## config.mk

```make
export PLATFORM = sky130hd
export DESIGN_NAME = cache_range_seq
export DESIGN_NICKNAME = d
export VERILOG_FILES = /design/src/rtl/crm_pkg.sv /design/src/rtl/crm_decode.sv /design/src/rtl/crm_walker.sv /design/src/rtl/crm_fault_log.sv /design/src/rtl/cache_range_seq.sv
export SDC_FILE = /design/constraint.sdc
export NUM_CORES = 1
export LEC_CHECK = 0
export BUFFER_PORTS_ARGS = -buffer_cell sky130_fd_sc_hd__buf_2
export CORE_MARGIN = 10
export CORE_UTILIZATION = 35
export CTS_CLUSTER_SIZE = 14
export DETAILED_ROUTE_END_ITERATION = 16
export HOLD_SLACK_MARGIN = 0.02
export PLACE_DENSITY_LB_ADDON = 0.3
export SYNTH_ARGS = -nofsm -noshare
export SYNTH_HDL_FRONTEND = slang
export SYNTH_SLANG_ARGS = --single-unit
```

## constraint.sdc

```tcl
create_clock -name clk_i -period 5.3 [get_ports clk_i]
set_input_delay 0.795 -clock clk_i [delete_from_list [all_inputs] [get_ports clk_i]]
set_output_delay 0.795 -clock clk_i [all_outputs]
set_load 0.02 [all_outputs]
```

## src/rtl/crm_pkg.sv

```systemverilog
`timescale 1ns/1ps
package crm_pkg;

  typedef enum logic [2:0] {
    LOP_INV_I   = 3'd0,
    LOP_INV_D   = 3'd1,
    LOP_CLEAN_D = 3'd2,
    LOP_PF_I    = 3'd3,
    LOP_PF_D    = 3'd4,
    LOP_CLINV_D = 3'd5
  } line_op_e;

  typedef enum logic [1:0] {
    WS_IDLE,
    WS_XLATE,
    WS_CACHE
  } walk_st_e;

  localparam int unsigned FSTAT_W = 5;
  localparam logic [FSTAT_W-1:0] FSTAT_XLATE = 5'b00101;

  typedef struct packed {
    logic     legal;
    logic     undef;
    logic     blocking;
    line_op_e op;
  } dec_res_t;

endpackage

```

## src/rtl/crm_decode.sv

```systemverilog
`timescale 1ns/1ps
module crm_decode
  import crm_pkg::*;
(
  input  logic [3:0] sel_i,
  input  logic [2:0] opc_i,
  input  logic       priv_i,
  output dec_res_t   res_o
);

  logic     known;
  logic     priv_only;
  logic     blk;
  line_op_e op;

  always_comb begin
    known     = 1'b1;
    priv_only = 1'b0;
    blk       = 1'b1;
    op        = LOP_CLEAN_D;
    case ({sel_i, opc_i})
      {4'd5,  3'd0}: begin op = LOP_INV_I;   priv_only = 1'b1; end
      {4'd6,  3'd0}: begin op = LOP_INV_D;   priv_only = 1'b1; end
      {4'd12, 3'd0}: begin op = LOP_CLEAN_D; end
      {4'd12, 3'd1}: begin op = LOP_PF_I;    blk = 1'b0; end
      {4'd12, 3'd2}: begin op = LOP_PF_D;    blk = 1'b0; end
      {4'd14, 3'd0}: begin op = LOP_CLINV_D; priv_only = 1'b1; end
      default:       known = 1'b0;
    endcase
  end

  always_comb begin
    res_o.undef    = !known || (priv_only && !priv_i);
    res_o.legal    = known && !(priv_only && !priv_i);
    res_o.blocking = blk;
    res_o.op       = op;
  end

endmodule

```

## src/rtl/crm_walker.sv

```systemverilog
`timescale 1ns/1ps
module crm_walker
  import crm_pkg::*;
#(
  parameter int unsigned AW   = 32,
  parameter int unsigned OFFW = 5
) (
  input  logic          clk_i,
  input  logic          rst_ni,
  input  logic          start_i,
  input  logic [AW-1:0] start_va_i,
  input  logic [AW-1:0] end_va_i,
  input  line_op_e      op_i,
  input  logic          blk_i,
  output logic          tr_req_o,
  output logic [AW-1:0] tr_va_o,
  input  logic          tr_ack_i,
  input  logic          tr_fault_i,
  input  logic [AW-1:0] tr_pa_i,
  output logic          c_req_o,
  output line_op_e      c_op_o,
  output logic [AW-1:0] c_addr_o,
  input  logic          c_ack_i,
  output logic          busy_o,
  output logic          blk_o,
  output logic          done_o,
  output logic          flt_evt_o,
  output logic [AW-1:0] flt_va_o
);

  localparam int unsigned LW = AW - OFFW;

  walk_st_e      state_q, state_d;
  logic [AW-1:0] cur_q, cur_d;
  logic          cur_en;
  logic [LW-1:0] end_q;
  line_op_e      op_q;
  logic          blk_q;
  logic [AW-1:0] pa_q;
  logic          pa_en;
  logic          done_q, done_d;
  logic          last_line;
  logic          flt_evt;

  assign last_line = (cur_q[AW-1:OFFW] == end_q);

  // next-state logic
  always_comb begin
    state_d = state_q;
    cur_d   = cur_q;
    cur_en  = 1'b0;
    pa_en   = 1'b0;
    done_d  = 1'b0;
    flt_evt = 1'b0;
    if (start_i) begin
      cur_en = 1'b1;
      cur_d  = start_va_i;
      if (end_va_i < start_va_i) begin
        state_d = WS_IDLE;
        done_d  = 1'b1;
      end else begin
        state_d = WS_XLATE;
      end
    end else begin
      case (state_q)
        WS_XLATE: begin
          if (tr_ack_i) begin
            if (tr_fault_i) begin
              state_d = WS_IDLE;
              flt_evt = blk_q;
            end else begin
              pa_en   = 1'b1;
              state_d = WS_CACHE;
            end
          end
        end
        WS_CACHE: begin
          if (c_ack_i) begin
            if (last_line) begin
              state_d = WS_IDLE;
              done_d  = 1'b1;
            end else begin
              cur_en  = 1'b1;
              cur_d   = {cur_q[AW-1:OFFW] + LW'(1), {OFFW{1'b0}}};
              state_d = WS_XLATE;
            end
          end
        end
        default: ;
      endcase
    end
  end

  // registers
  always_ff @(posedge clk_i or negedge rst_ni) begin
    if (!rst_ni) begin
      state_q <= WS_IDLE;
      cur_q   <= '0;
      end_q   <= '0;
      op_q    <= LOP_INV_I;
      blk_q   <= 1'b0;
      pa_q    <= '0;
      done_q  <= 1'b0;
    end else begin
      state_q <= state_d;
      done_q  <= done_d;
      if (start_i) begin
        end_q <= end_va_i[AW-1:OFFW];
        op_q  <= op_i;
        blk_q <= blk_i;
      end
      if (cur_en) cur_q <= cur_d;
      if (pa_en)  pa_q  <= tr_pa_i;
    end
  end

  assign tr_req_o  = (state_q == WS_XLATE);
  assign tr_va_o   = cur_q;
  assign c_req_o   = (state_q == WS_CACHE);
  assign c_op_o    = op_q;
  assign c_addr_o  = pa_q;
  assign busy_o    = (state_q != WS_IDLE);
  assign blk_o     = blk_q;
  assign done_o    = done_q;
  assign flt_evt_o = flt_evt;
  assign flt_va_o  = cur_q;

  // a pending translation request holds its address
  assert_tr_hold_R12: assert property (@(posedge clk_i) disable iff (!rst_ni)
    (tr_req_o && !tr_ack_i && !start_i) |=> (tr_req_o && $stable(tr_va_o)));

  // a pending cache request holds its address and code
  assert_c_hold_R12: assert property (@(posedge clk_i) disable iff (!rst_ni)
    (c_req_o && !c_ack_i && !start_i) |=> (c_req_o && $stable(c_addr_o) && $stable(c_op_o)));

  // the walk never passes the end line
  assert_within_range_R7: assert property (@(posedge clk_i) disable iff (!rst_ni)
    (tr_req_o || c_req_o) |-> (cur_q[AW-1:OFFW] <= end_q));

endmodule

```

## src/rtl/crm_fault_log.sv

```systemverilog
`timescale 1ns/1ps
module crm_fault_log
  import crm_pkg::*;
#(
  parameter int unsigned AW = 32
) (
  input  logic               clk_i,
  input  logic               rst_ni,
  input  logic               evt_i,
  input  logic [AW-1:0]      va_i,
  output logic               fault_o,
  output logic [AW-1:0]      addr_o,
  output logic [FSTAT_W-1:0] status_o
);

  logic               pulse_q;
  logic [AW-1:0]      addr_q;
  logic [FSTAT_W-1:0] status_q;

  always_ff @(posedge clk_i or negedge rst_ni) begin
    if (!rst_ni) begin
      pulse_q  <= 1'b0;
      addr_q   <= '0;
      status_q <= '0;
    end else begin
      pulse_q <= evt_i;
      if (evt_i) begin
        addr_q   <= va_i;
        status_q <= FSTAT_XLATE;
      end
    end
  end

  assign fault_o  = pulse_q;
  assign addr_o   = addr_q;
  assign status_o = status_q;

  // a fault pulse always carries the translation status
  assert_fault_status_R9: assert property (@(posedge clk_i) disable iff (!rst_ni)
    fault_o |-> (status_o == FSTAT_XLATE));

endmodule

```

## src/rtl/cache_range_seq.sv

```systemverilog
`timescale 1ns/1ps
module cache_range_seq
  import crm_pkg::*;
#(
  parameter int unsigned AW         = 32,
  parameter int unsigned LINE_BYTES = 32
) (
  input  logic               clk_i,
  input  logic               rst_ni,
  input  logic               cmd_valid_i,
  input  logic [3:0]         cmd_sel_i,
  input  logic [2:0]         cmd_opc_i,
  input  logic [AW-1:0]      cmd_start_i,
  input  logic [AW-1:0]      cmd_end_i,
  input  logic               cmd_priv_i,
  output logic               tr_req_o,
  output logic [AW-1:0]      tr_va_o,
  input  logic               tr_ack_i,
  input  logic               tr_fault_i,
  input  logic [AW-1:0]      tr_pa_i,
  output logic               c_req_o,
  output logic [2:0]         c_op_o,
  output logic [AW-1:0]      c_addr_o,
  input  logic               c_ack_i,
  output logic               stall_o,
  output logic               done_o,
  output logic               undef_o,
  output logic               fault_o,
  output logic [AW-1:0]      fault_addr_o,
  output logic [FSTAT_W-1:0] fault_status_o
);

  localparam int unsigned OFFW = $clog2(LINE_BYTES);

  // reset: asserted asynchronously, released on the clock
  logic [1:0] rst_sync_q;
  logic       srst_n;

  always_ff @(posedge clk_i or negedge rst_ni) begin
    if (!rst_ni) rst_sync_q <= 2'b00;
    else         rst_sync_q <= {rst_sync_q[0], 1'b1};
  end
  assign srst_n = rst_sync_q[1];

  dec_res_t dec;
  logic     accept, start;
  logic     busy, blk;
  logic     undef_q;
  logic     flt_evt;
  logic [AW-1:0] flt_va;
  line_op_e walk_op;

  crm_decode u_dec (
    .sel_i  (cmd_sel_i),
    .opc_i  (cmd_opc_i),
    .priv_i (cmd_priv_i),
    .res_o  (dec)
  );

  assign stall_o = busy && blk;
  assign accept  = cmd_valid_i && !stall_o;
  assign start   = accept && dec.legal;

  always_ff @(posedge clk_i or negedge srst_n) begin
    if (!srst_n) undef_q <= 1'b0;
    else         undef_q <= accept && dec.undef;
  end
  assign undef_o = undef_q;

  crm_walker #(.AW(AW), .OFFW(OFFW)) u_walk (
    .clk_i      (clk_i),
    .rst_ni     (srst_n),
    .start_i    (start),
    .start_va_i (cmd_start_i),
    .end_va_i   (cmd_end_i),
    .op_i       (dec.op),
    .blk_i      (dec.blocking),
    .tr_req_o   (tr_req_o),
    .tr_va_o    (tr_va_o),
    .tr_ack_i   (tr_ack_i),
    .tr_fault_i (tr_fault_i),
    .tr_pa_i    (tr_pa_i),
    .c_req_o    (c_req_o),
    .c_op_o     (walk_op),
    .c_addr_o   (c_addr_o),
    .c_ack_i    (c_ack_i),
    .busy_o     (busy),
    .blk_o      (blk),
    .done_o     (done_o),
    .flt_evt_o  (flt_evt),
    .flt_va_o   (flt_va)
  );
  assign c_op_o = walk_op;

  crm_fault_log #(.AW(AW)) u_flog (
    .clk_i    (clk_i),
    .rst_ni   (srst_n),
    .evt_i    (flt_evt),
    .va_i     (flt_va),
    .fault_o  (fault_o),
    .addr_o   (fault_addr_o),
    .status_o (fault_status_o)
  );

  // a trapped command starts no walk
  assert_trap_no_walk_R2: assert property (@(posedge clk_i) disable iff (!srst_n)
    (accept && dec.undef && !busy) |=> (!tr_req_o && !c_req_o));

  // a non-empty blocking command stalls from the next cycle
  assert_blocking_stall_R5: assert property (@(posedge clk_i) disable iff (!srst_n)
    (start && dec.blocking && !(cmd_end_i < cmd_start_i)) |=> stall_o);

  // a prefetch never stalls
  assert_prefetch_no_stall_R6: assert property (@(posedge clk_i) disable iff (!srst_n)
    (start && !dec.blocking) |=> !stall_o);

  // precise faults come only from stalled walks
  assert_fault_blocking_R9: assert property (@(posedge clk_i) disable iff (!srst_n)
    fault_o |-> $past(stall_o));

  // completion and fault never coincide
  assert_done_excl_R11: assert property (@(posedge clk_i) disable iff (!srst_n)
    !(done_o && fault_o));

endmodule

```

==> results of run 1 <==
-- registers in the layout, summed over array words and instances, names as in the netlist, 2 cells and up --
register	cells
u_walk.c_addr_o	32
u_walk.c_op_o	3
u_walk.state_q	2
u_flog.addr_o	32
rst_sync_q	2
u_walk.flt_va_o	32
u_walk.end_q	27
-- power breakdown --
part           total, mW  internal, mW  switching, mW
Sequential          1.67          1.38          0.299
Combinational       1.54         0.656          0.880
Clock               1.25         0.752          0.495
Total               4.46          2.78           1.67
-- stage by stage --
step	area (µm²)	power (mW)	cells	setup WS, ns
after floorplan	7130	2.66	677	1.26
after global placement	8350	3.22	1127	2.10
after detailed placement	8350	3.25	1127	2.08
after CTS	8970	4.52	1159	2.07
after global routing	8970	4.73	1160	1.81
final	8980	4.46	1161	2.14
-- cell usage after synthesis (all sizes together), types with 7 or more instances --
library cell    n  share of area, %
xor2           39               4.8
nor4           11               1.1
or4            10               1.1
mux2           67                12
nor2           12              0.63
and3            8              0.70
inv            37               1.9
ha             32               5.6
o211ai         13               1.4
nand2         118               6.2
o21ai          34               2.4
a21oi          12              0.84
dfrtp         135                47
nand3          18               1.3
buf            29               2.7
o2111ai         7              0.86
a31oi           9              0.79
clkbuf         11              0.61
nand4          13               1.1
-- final cells by class --
| type | count | share of cell area (%) |
|---|---|---|
| timing repair buffer | 220 | 12.4 |
| tap | 270 | 3.76 |
| clock inverter | 15 | 2.15 |
| inverter | 37 | 1.55 |
| multi-input combinational | 465 | 37.7 |
| clock buffer | 17 | 4.74 |
| sequential | 135 | 37.7 |
| antenna | 2 | 0.0557 |
-- cell families after synthesis --
| logic type | Yosys count | share of synthesized area (%) |
|---|---|---|
| XOR/XNOR | 43 | 5.29 |
| AO/OA/AOI/OAI | 95 | 8.60 |
| AND/OR/NAND/NOR | 223 | 15.5 |
| adder cells (fa/ha/maj) | 32 | 5.62 |
| multiplexers | 68 | 12.3 |
| flip-flops | 135 | 47.4 |
| buffers and inverters | 77 | 5.22 |
| other | 2 | 0.105 |
-- path summary, 6_finish.rpt --
| kind | from | to | slack, ns | depth (start not counted) |
|---|---|---|---|---|
| setup / recovery | u_walk.flt_va_o[8] | u_walk.flt_va_o[24] | 2.14 | 6 |
| hold / removal | rst_ni | rst_sync_q[1] | 0.15 | 1 |
| setup reg to reg | u_walk.flt_va_o[8] | u_walk.flt_va_o[24] | 2.14 | 6 |
| hold reg to reg | rst_sync_q[1] | u_walk.c_addr_o[9] | 0.22 | 0 |
| max in group asynchronous | rst_sync_q[1] | u_walk.end_q[19] | 4.01 | 1 |
| min in group clk_i | rst_sync_q[0] | rst_sync_q[1] | 0.35 | 0 |
-- metal layers --
layer,GRT usage (%),vias up,part of all wire [%]
li1,-,2758,-
met1,20.3,2748,44
met2,26.1,142,48
met3,5.06,26,6.3
met4,5.20,6,1.6
met5,0,-,0.18
-- critical path, cell delays in order (launching register included) --
cell and delay [ns]:
dfrtp_1 0.47, xor2_1 0.23, nor4_1 0.32, nand3_1 0.53
o21ai_1 1.05, mux2_2 0.42, nand3_1 0.07
==> metrics.md, run 1 <==
| Metric | Value |
|---|---|
| Total routing usage reported by global routing | `16.2%` |
| RSZ-0062 raised after global routing | `false` |
| Initial antenna violation count | `5` |
| Number of gates resized after cts | `0` |
| Worst-case clock skew | `0.00770 ns` |
| Power density normalized to cell area | `497 nW/µm²` |
| Register bit count reported by yosys | `135` |
| Summed negative setup slack over all endpoints | `0 ns` |
| Slew at the pin closest to its max-slew limit | `1.08 ns` |
| Wire per inst | `~19 µm` |
| Portion of the post-synthesis area used by sequential elements | `47.4%` |
| Number of hold-repair buffers added at the cts stage | `0` |
| Leakage Power | `4.70 nW` |
| Final hold vios | `0` |
| H-tree depth reported by CTS | `4` |
| Layout cells sized above 1 | `37.0%` |
| Ratio of routed vias to standard cells | `4.89` |
| Post-layout min period | `between 3 and 4 ns` |
| Routed wire length | `approximately 22000 µm` |
| Number of global-route vias before repair | `5908` |
| Effective utilization at floorplan | `35.4%` |
| Data required, critical path | `5.65 ns` |
| Row cnt | `52` |
| Max-slew headroom | `27.8%` |
| DR iter-0 viols | `211` |
| Distinct cell type count after synthesis | `between 50 and 60` |
| Remaining number of nets flagged by the antenna check after routing | `0` |
| Layout filler cell count | `1991` |
| Total setup buffers inserted after CTS | `0` |
| Share of async-settable or async-resettable flops after synthesis | `100%` |
| TritonCTS Buffers | `17` |
| Summed instance area of the synthesized netlist | `7130 µm²` |
| Commonest non-fill, non-tap cells in the layout | `buf_2, dfrtp_1, nand2_1` |
| Pins Over Slew Limit | `0` |
| YS warnings | `0` |
| Synth-to-Final Area Change | `26.0%` |
| Final standard cell utilization of the core | `44.7%` |
| Commonest non-fill, non-tap cell in the layout | `buf_2` |
| Total grt overflow | `0` |
| Chip height | `~160 µm` |
| Maximum clock path buffer count | `2` |
| Clock latency of the later-clocked register in the worst-skew pair | `0.42 ns` |
| Post-synth EDFFs | `0` |
| Period Utilization, post-route | `59.7%` |
| Dominant synthesized flop cell | `dfrtp_1` |
| Maximum number of pins on one net before global-route repair | `71` |
| Buffers added on ports | `216` |
| Die width | `163 µm` |
| Worst vdd ir | `about 0.25 mV` |
| Final RePlAce weighted congestion | `0.828` |
| Die area | `26500 µm²` |
| Outcome | `finished, final reports clean` |
| Number of violations of the max-capacitance limit | `0` |
| Worst slack on hold paths | `~0.15 ns` |
| TritonCTS Sinks | `135` |
| Core region area | `20100 µm²` |
| Sum of net half-perimeters after detailed placement | `16300 µm` |
| First-pass GRT wire length | `33900 µm` |
| Synth Area per Inst | `10.6 µm²` |
| Fmax | `0.316 GHz` |
| Sequential cell area | `approximately 3400 µm²` |
| Drt pass-1 iters | `4` |
| Class of the worst hold path | `in2async` |
| Final net count | `1018` |
| Root Driver | `clkbuf_16` |
| Number of standard cells after synthesis | `675` |
| Number of vias after detailed routing | `between 5000 and 6000` |
| Highest net fanout along the worst path | `15` |
| Area used by multi-input combinational logic | `3380 µm²` |
| Critical path type | `reg2reg` |
| Capturing element type of the critical path | `flop` |
| Arrival @ worst endpoint | `3.51 ns` |
| Startpoint class of the critical path | `flop` |
| Clock tree from TritonCTS | `done` |
| DRC violations left | `0` |
| Final setup violation count | `0` |
| Boundary pin count | `220` |
| Clock transition time at the flip-flop clock pins of the worst setup and hold paths | `0.06 ns` |
Note: power is estimated with default switching activity, not from simulation.
==> inputs of run 2 (changes only) <==
==> constraint.sdc (replaced) <==
create_clock -name clk_i -period 3 [get_ports clk_i]
set_input_delay 0.45 -clock clk_i [delete_from_list [all_inputs] [get_ports clk_i]]
set_output_delay 0.45 -clock clk_i [all_outputs]
set_load 0.02 [all_outputs]
==> run 2 against run 1 <==
Effect of this change: sequential share of layout area fell by 0.57 points; final area increased by 1.5%; count of clock-buffer cells in the layout did not move; sequential power increased by 77%; final cell count up 1.6%; first-iteration DRC count increased by 66%; wire length is 2.5% higher; via count is 1.4% higher; combinational power increased by 82%; register-to-register slack worse by 1.5 ns; critical path type unchanged; largest cell class unchanged; highest routed layer unchanged.
==> metrics.md, run 2 (synthesis results as in run 1) <==
| Metric | Value |
|---|---|
| Highest net fanout along the worst path | `7 (-8)` |
| Die area | `26500 µm² (unchanged)` |
| Post-placement worst setup slack | `0.561 ns (-1.52 ns)` |
| Fmax | `0.420 GHz (+33%)` |
| Critical hold path startpoint | `cmd_end_i[26]` |
| Worst reg-to-reg path cell count | `7 (+1)` |
| Hold depth | `3` |
| Number of global-route vias before repair | `5895 (-0.22%)` |
| Commonest non-fill, non-tap cell in the layout | `buf_2` |
| Buffers added on ports | `216 (unchanged)` |
| DRC violations left | `0 (unchanged)` |
| Leakage Power | `4.78 nW (+1.6%)` |
| Boundary pin count | `220 (unchanged)` |
| Clock tree from TritonCTS | `done` |
| Arrival @ worst endpoint | `2.69 ns (-0.82 ns)` |
| Maximum number of pins on one net before global-route repair | `71 (unchanged)` |
| Layout cells sized above 1 | `38.1% (+1.1 points)` |
| First-pass GRT wire length | `34500 µm (+1.8%)` |
| Routed wire length | `22200 µm (+2.5%)` |
| Maximum clock path buffer count | `2 (unchanged)` |
| Core region area | `20100 µm² (unchanged)` |
| Worst slack on hold paths | `0.238 ns (+0.0872 ns)` |
| Post-layout total power | `7.79 mW (+75%)` |
| Initial antenna violation count | `4 (-1)` |
| RSZ-0062 raised after global routing | `false` |
| Total routing usage reported by global routing | `16.6% (+0.41 points)` |
| End point of the worst hold path | `u_walk.end_q[21]` |
| H-tree depth reported by CTS | `4 (unchanged)` |
| Number of gates resized after cts | `0 (unchanged)` |
| Class of the worst hold path | `in2reg` |
| Smallest setup slack after layout | `0.618 ns (-1.52 ns)` |
| Die width | `163 µm (unchanged)` |
| Wire per inst | `18.8 µm (+0.94%)` |
| Summed negative setup slack over all endpoints | `0 ns (unchanged)` |
| Sum of net half-perimeters after detailed placement | `17200 µm (+5.5%)` |
| Number of vias after detailed routing | `5761 (+1.4%)` |
| Number of violations of the max-capacitance limit | `0 (unchanged)` |
| Post-layout min period | `2.38 ns (-0.780 ns)` |
| Data required, critical path | `3.31 ns (-2.34 ns)` |
| Total setup buffers inserted after CTS | `0 (unchanged)` |
| Remaining number of nets flagged by the antenna check after routing | `0 (unchanged)` |
| Root Driver | `clkbuf_16` |
| Final net count | `1036 (+1.8%)` |
| Setup slack of the worst register-to-register path | `0.62 ns (-1.52 ns)` |
| Slew at the pin closest to its max-slew limit | `0.594 ns (-0.482 ns)` |
| TritonCTS Sinks | `135 (unchanged)` |
| Chip height | `163 µm (unchanged)` |
| Number of hold-repair buffers added at the cts stage | `1 (+1)` |
| Launch point of the worst reg-to-reg path | `u_walk.flt_va_o[7]` |
| Final standard cell utilization of the core | `45.3% (+0.69 points)` |
| Commonest non-fill, non-tap cells in the layout | `buf_2, dfrtp_1, nand2_1` |
| Final hold vios | `0 (unchanged)` |
| Total grt overflow | `0 (unchanged)` |
| Max-slew headroom | `60.1% (+32 points)` |
| Drt pass-1 iters | `4 (unchanged)` |
| Critical path type | `reg2reg` |
| DR iter-0 viols | `350 (+66%)` |
| Ratio of routed vias to standard cells | `4.89 (-0.12%)` |
| Worst vdd ir | `0.378 mV (+52%)` |
| Final setup violation count | `0 (unchanged)` |
| Startpoint class of the critical path | `flop` |
| Clock transition time at the flip-flop clock pins of the worst setup and hold paths | `0.06 ns (about the same)` |
| Outcome | `finished, final reports clean` |
| Final RePlAce weighted congestion | `0.824 (-0.53%)` |
| End of the worst register-to-register path | `u_walk.flt_va_o[5]` |
| Row cnt | `52 (unchanged)` |
| TritonCTS Buffers | `17 (unchanged)` |
| Pins Over Slew Limit | `0 (unchanged)` |
| Capturing element type of the critical path | `flop` |
| Power density normalized to cell area | `855 nW/µm² (+72%)` |
| Period Utilization, post-route | `79.4% (+20 points)` |
| Layout filler cell count | `1963 (-1.4%)` |
| Effective utilization at floorplan | `35.4% (unchanged)` |
| Worst-case clock skew | `0.0118 ns (+0.00413 ns)` |
| Clock latency of the later-clocked register in the worst-skew pair | `0.42 ns (about the same)` |
| Synth-to-Final Area Change | `27.9%` |
-- run 2: changes by cell type in the layout (fill, tap and decap cells not counted), moves of 2 or more --
cell and delta:
buf_12 +4, clkinvlp_4 +2, bufinv_16 -2, buf_4 +13
clkinv_4 -2
-- run 2: metrics by stage --
| step | std cells | instance area, µm² |
|---|---|---|
| 3_5_place_dp | 1144 | 8530 |
| 3_3_place_gp | 1144 | 8530 |
| 2_1_floorplan | 677 | 7130 |
| 6_report | 1179 | 9120 |
| 5_1_grt | 1178 | 9110 |
| 4_1_cts | 1177 | 9110 |
-- run 2: area by class of cell --
class	instances	area (µm²)	area share [%]
clock inverters	15	144	1.58
multi-input cells	465	3380	37.1
flip-flops and latches	135	3380	37.1
repair buffers	238	1300	14.2
clock buffers	17	425	4.67
well taps	270	338	3.71
diodes	2	5.00	0.0549
inverters	37	139	1.52
-- run 2: worst max-delay path by stage --
stage	from	to	depth (start not counted)	slack, ns
global placement	cmd_opc_i[1]	u_walk.c_addr_o[18]	7	0.58
floorplan	rst_sync_q[1]	u_flog.addr_o[0]	0	0.76
global route	u_walk.flt_va_o[17]	u_walk.flt_va_o[5]	7	0.49
detailed placement	cmd_opc_i[1]	u_walk.c_addr_o[6]	7	0.56
CTS	u_walk.flt_va_o[7]	u_walk.flt_va_o[5]	7	0.66
finish	u_walk.flt_va_o[7]	u_walk.flt_va_o[5]	7	0.62
-- run 2: power by group --
part	switching, mW	internal (mW)
Combinational	1.60	1.20
Clock	0.878	1.16
Sequential	0.521	2.43
Total	3.00	4.79
-- run 2: critical path, stage by stage (launching register included) --
cell,delay (ns)
dfrtp_1,0.48
xor2_1,0.23
nor4_1,0.33
nand4_1,0.26
o21ai_1,0.44
buf_4,0.22
xnor2_1,0.06
mux2_2,0.26
-- run 2: layer usage --
metal	vias to the layer above	wire [µm]	GRT usage (%)
li1	2795	-	-
met1	2779	9520	21.2
met2	161	11000	27.1
met3	22	1380	4.75
met4	4	297	4.43
met5	-	27	0
==> inputs of run 3 (changes only) <==
==> constraint.sdc (replaced) <==
create_clock -name clk_i -period 2.5 [get_ports clk_i]
set_input_delay 0.375 -clock clk_i [delete_from_list [all_inputs] [get_ports clk_i]]
set_output_delay 0.375 -clock clk_i [all_outputs]
set_load 0.02 [all_outputs]
==> run 3 against run 2 <==
Effect of this change: count of clock-buffer cells in the layout grew 2; largest cell class unchanged; flip-flop and latch count is the same; sequential power grew 17%; clock skew grew 0.0023 ns; sequential share of layout area shrank 0.72 points; die area is the same; first-iteration DRC count shrank 6.0%; via count grew 1.9%; critical path depth is the same; global-route usage grew 0.26 points.
==> metrics.md, run 3 (synthesis results as in run 1) <==
| Metric | Value |
|---|---|
| Outcome | `finished, final reports clean` |
| Worst vdd ir | `0.522 mV (+38%)` |
| Clock transition time at the flip-flop clock pins of the worst setup and hold paths | `0.07 ns (about the same)` |
| Wire per inst | `18.8 µm (about the same)` |
| Clock latency of the later-clocked register in the worst-skew pair | `0.43 ns (about the same)` |
| TritonCTS Buffers | `17 (unchanged)` |
| Initial antenna violation count | `4 (unchanged)` |
| Clock tree from TritonCTS | `done` |
| Root Driver | `clkbuf_16` |
| Pins Over Slew Limit | `0 (unchanged)` |
| Number of global-route vias before repair | `6062 (+2.8%)` |
| Synth-to-Final Area Change | `30.5%` |
| Final standard cell utilization of the core | `46.2% (+0.90 points)` |
| Final setup violation count | `0 (unchanged)` |
| Row cnt | `52 (unchanged)` |
| Buffers added on ports | `216 (unchanged)` |
| Commonest non-fill, non-tap cell in the layout | `buf_2` |
| Routed wire length | `22500 µm (+1.4%)` |
| Effective utilization at floorplan | `35.4% (unchanged)` |
| Final hold vios | `0 (unchanged)` |
| Critical path type | `reg2reg` |
| Total routing usage reported by global routing | `16.9% (+0.26 points)` |
| Class of the worst hold path | `in2reg` |
| Data required, critical path | `2.84 ns (-0.47 ns)` |
| Startpoint class of the critical path | `flop` |
| DRC violations left | `0 (unchanged)` |
| Core region area | `20100 µm² (unchanged)` |
| Power density normalized to cell area | `1050 nW/µm² (+23%)` |
| Drt pass-1 iters | `4 (unchanged)` |
| Post-layout min period | `2.27 ns (-0.114 ns)` |
| Final RePlAce weighted congestion | `0.846 (+2.7%)` |
| Boundary pin count | `220 (unchanged)` |
| Arrival @ worst endpoint | `2.61 ns (-0.08 ns)` |
| Capturing element type of the critical path | `flop` |
| Layout cells sized above 1 | `38.9% (+0.77 points)` |
| Worst-case clock skew | `0.0141 ns (+0.00226 ns)` |
| Remaining number of nets flagged by the antenna check after routing | `0 (unchanged)` |
| DR iter-0 viols | `329 (-6.0%)` |
| RSZ-0062 raised after global routing | `false` |
| Maximum number of pins on one net before global-route repair | `71 (unchanged)` |
| Number of vias after detailed routing | `5871 (+1.9%)` |
| Total grt overflow | `0 (unchanged)` |
| TritonCTS Sinks | `135 (unchanged)` |
| Maximum clock path buffer count | `2 (unchanged)` |
| Slew at the pin closest to its max-slew limit | `0.600 ns (+0.00645 ns)` |
| Number of violations of the max-capacitance limit | `0 (unchanged)` |
| Die area | `26500 µm² (unchanged)` |
| Post-layout total power | `9.76 mW (+25%)` |
| Fmax | `0.441 GHz (+5.0%)` |
| Commonest non-fill, non-tap cells in the layout | `buf_2, dfrtp_1, nand2_1` |
| Final net count | `1049 (+1.3%)` |
| H-tree depth reported by CTS | `4 (unchanged)` |
| Leakage Power | `4.88 nW (+2.3%)` |
| Ratio of routed vias to standard cells | `4.92 (+0.63%)` |
| First-pass GRT wire length | `34900 µm (+1.2%)` |
| Period Utilization, post-route | `90.7% (+11 points)` |
| Summed negative setup slack over all endpoints | `0 ns (unchanged)` |
| Highest net fanout along the worst path | `7 (unchanged)` |
| Chip height | `163 µm (unchanged)` |
| Max-slew headroom | `59.6% (-0.43 points)` |
| Sum of net half-perimeters after detailed placement | `17400 µm (+1.3%)` |
| Die width | `163 µm (unchanged)` |
-- run 3: per-stage QoR --
step                      setup WS (ns)  area (µm²)  std cells  hold WS, ns
after floorplan                   0.255        7130        677       0.0794
after global placement            0.249        8640       1157        0.161
after detailed placement          0.222        8640       1157        0.170
after CTS                         0.204        9290       1190        0.150
after global routing             0.0822        9290       1192        0.156
final                             0.232        9300       1194        0.156
-- run 3: final timing paths --
kind	startpoint	end	slack (ns)	cells after the start
worst max-delay path	u_walk.flt_va_o[28]	u_walk.flt_va_o[27]	0.23	7
worst min-delay path	cmd_end_i[25]	u_walk.end_q[20]	0.16	3
worst max register to register	u_walk.flt_va_o[28]	u_walk.flt_va_o[27]	0.23	7
worst min register to register	rst_sync_q[1]	u_flog.addr_o[1]	0.31	0
max in group asynchronous	rst_sync_q[1]	u_walk.flt_va_o[9]	1.50	1
min in group asynchronous	rst_ni	rst_sync_q[0]	0.26	2
-- run 3: routing by layer --
| metal | track usage [%] | vias up | routed length (µm) |
|---|---|---|---|
| met1 | 20.7 | 2835 | 9520 |
| met5 | 0 | - | 7 |
| li1 | - | 2829 | - |
| met2 | 28.2 | 175 | 11200 |
| met3 | 4.17 | 30 | 1190 |
| met4 | 6.31 | 2 | 539 |
-- run 3: worst max-delay path, cell delays in order (launching register included) --
cell	delay [ns]
dfrtp_1	0.46
xor2_1	0.23
nor4_1	0.30
nand4_1	0.21
buf_4	0.22
o211a_1	0.36
a21o_1	0.21
a31oi_1	0.19
-- run 3: where the power goes --
part           internal [mW]  switching (mW)  total (mW)  leakage (nW)
Combinational           1.53            2.05        3.58          2.84
Clock                   1.71            1.03        2.74         0.305
Sequential              2.92           0.520        3.44          1.74
Total                   6.16            3.60        9.76          4.88
-- run 3: cell type report --
cell class                      count  area [µm²]
Fill cell                        1940       10800
Multi-Input combinational cell    465        3380
Sequential cell                   135        3380
Timing Repair Buffer              251        1410
Clock buffer                       19         443
Tap cell                          270         338
Clock inverter                     13         193
Inverter                           37         139
Antenna cell                        4        10.0
-- run 3: what timing repair did --
| item | 4_1_cts | 5_1_grt |
|---|---|---|
| buffers inserted | 0 | 0 |
| resized for setup | 0 | 0 |
| hold buffers | 1 | 0 |
| endpoints found under the hold margin | 2 | 0 |
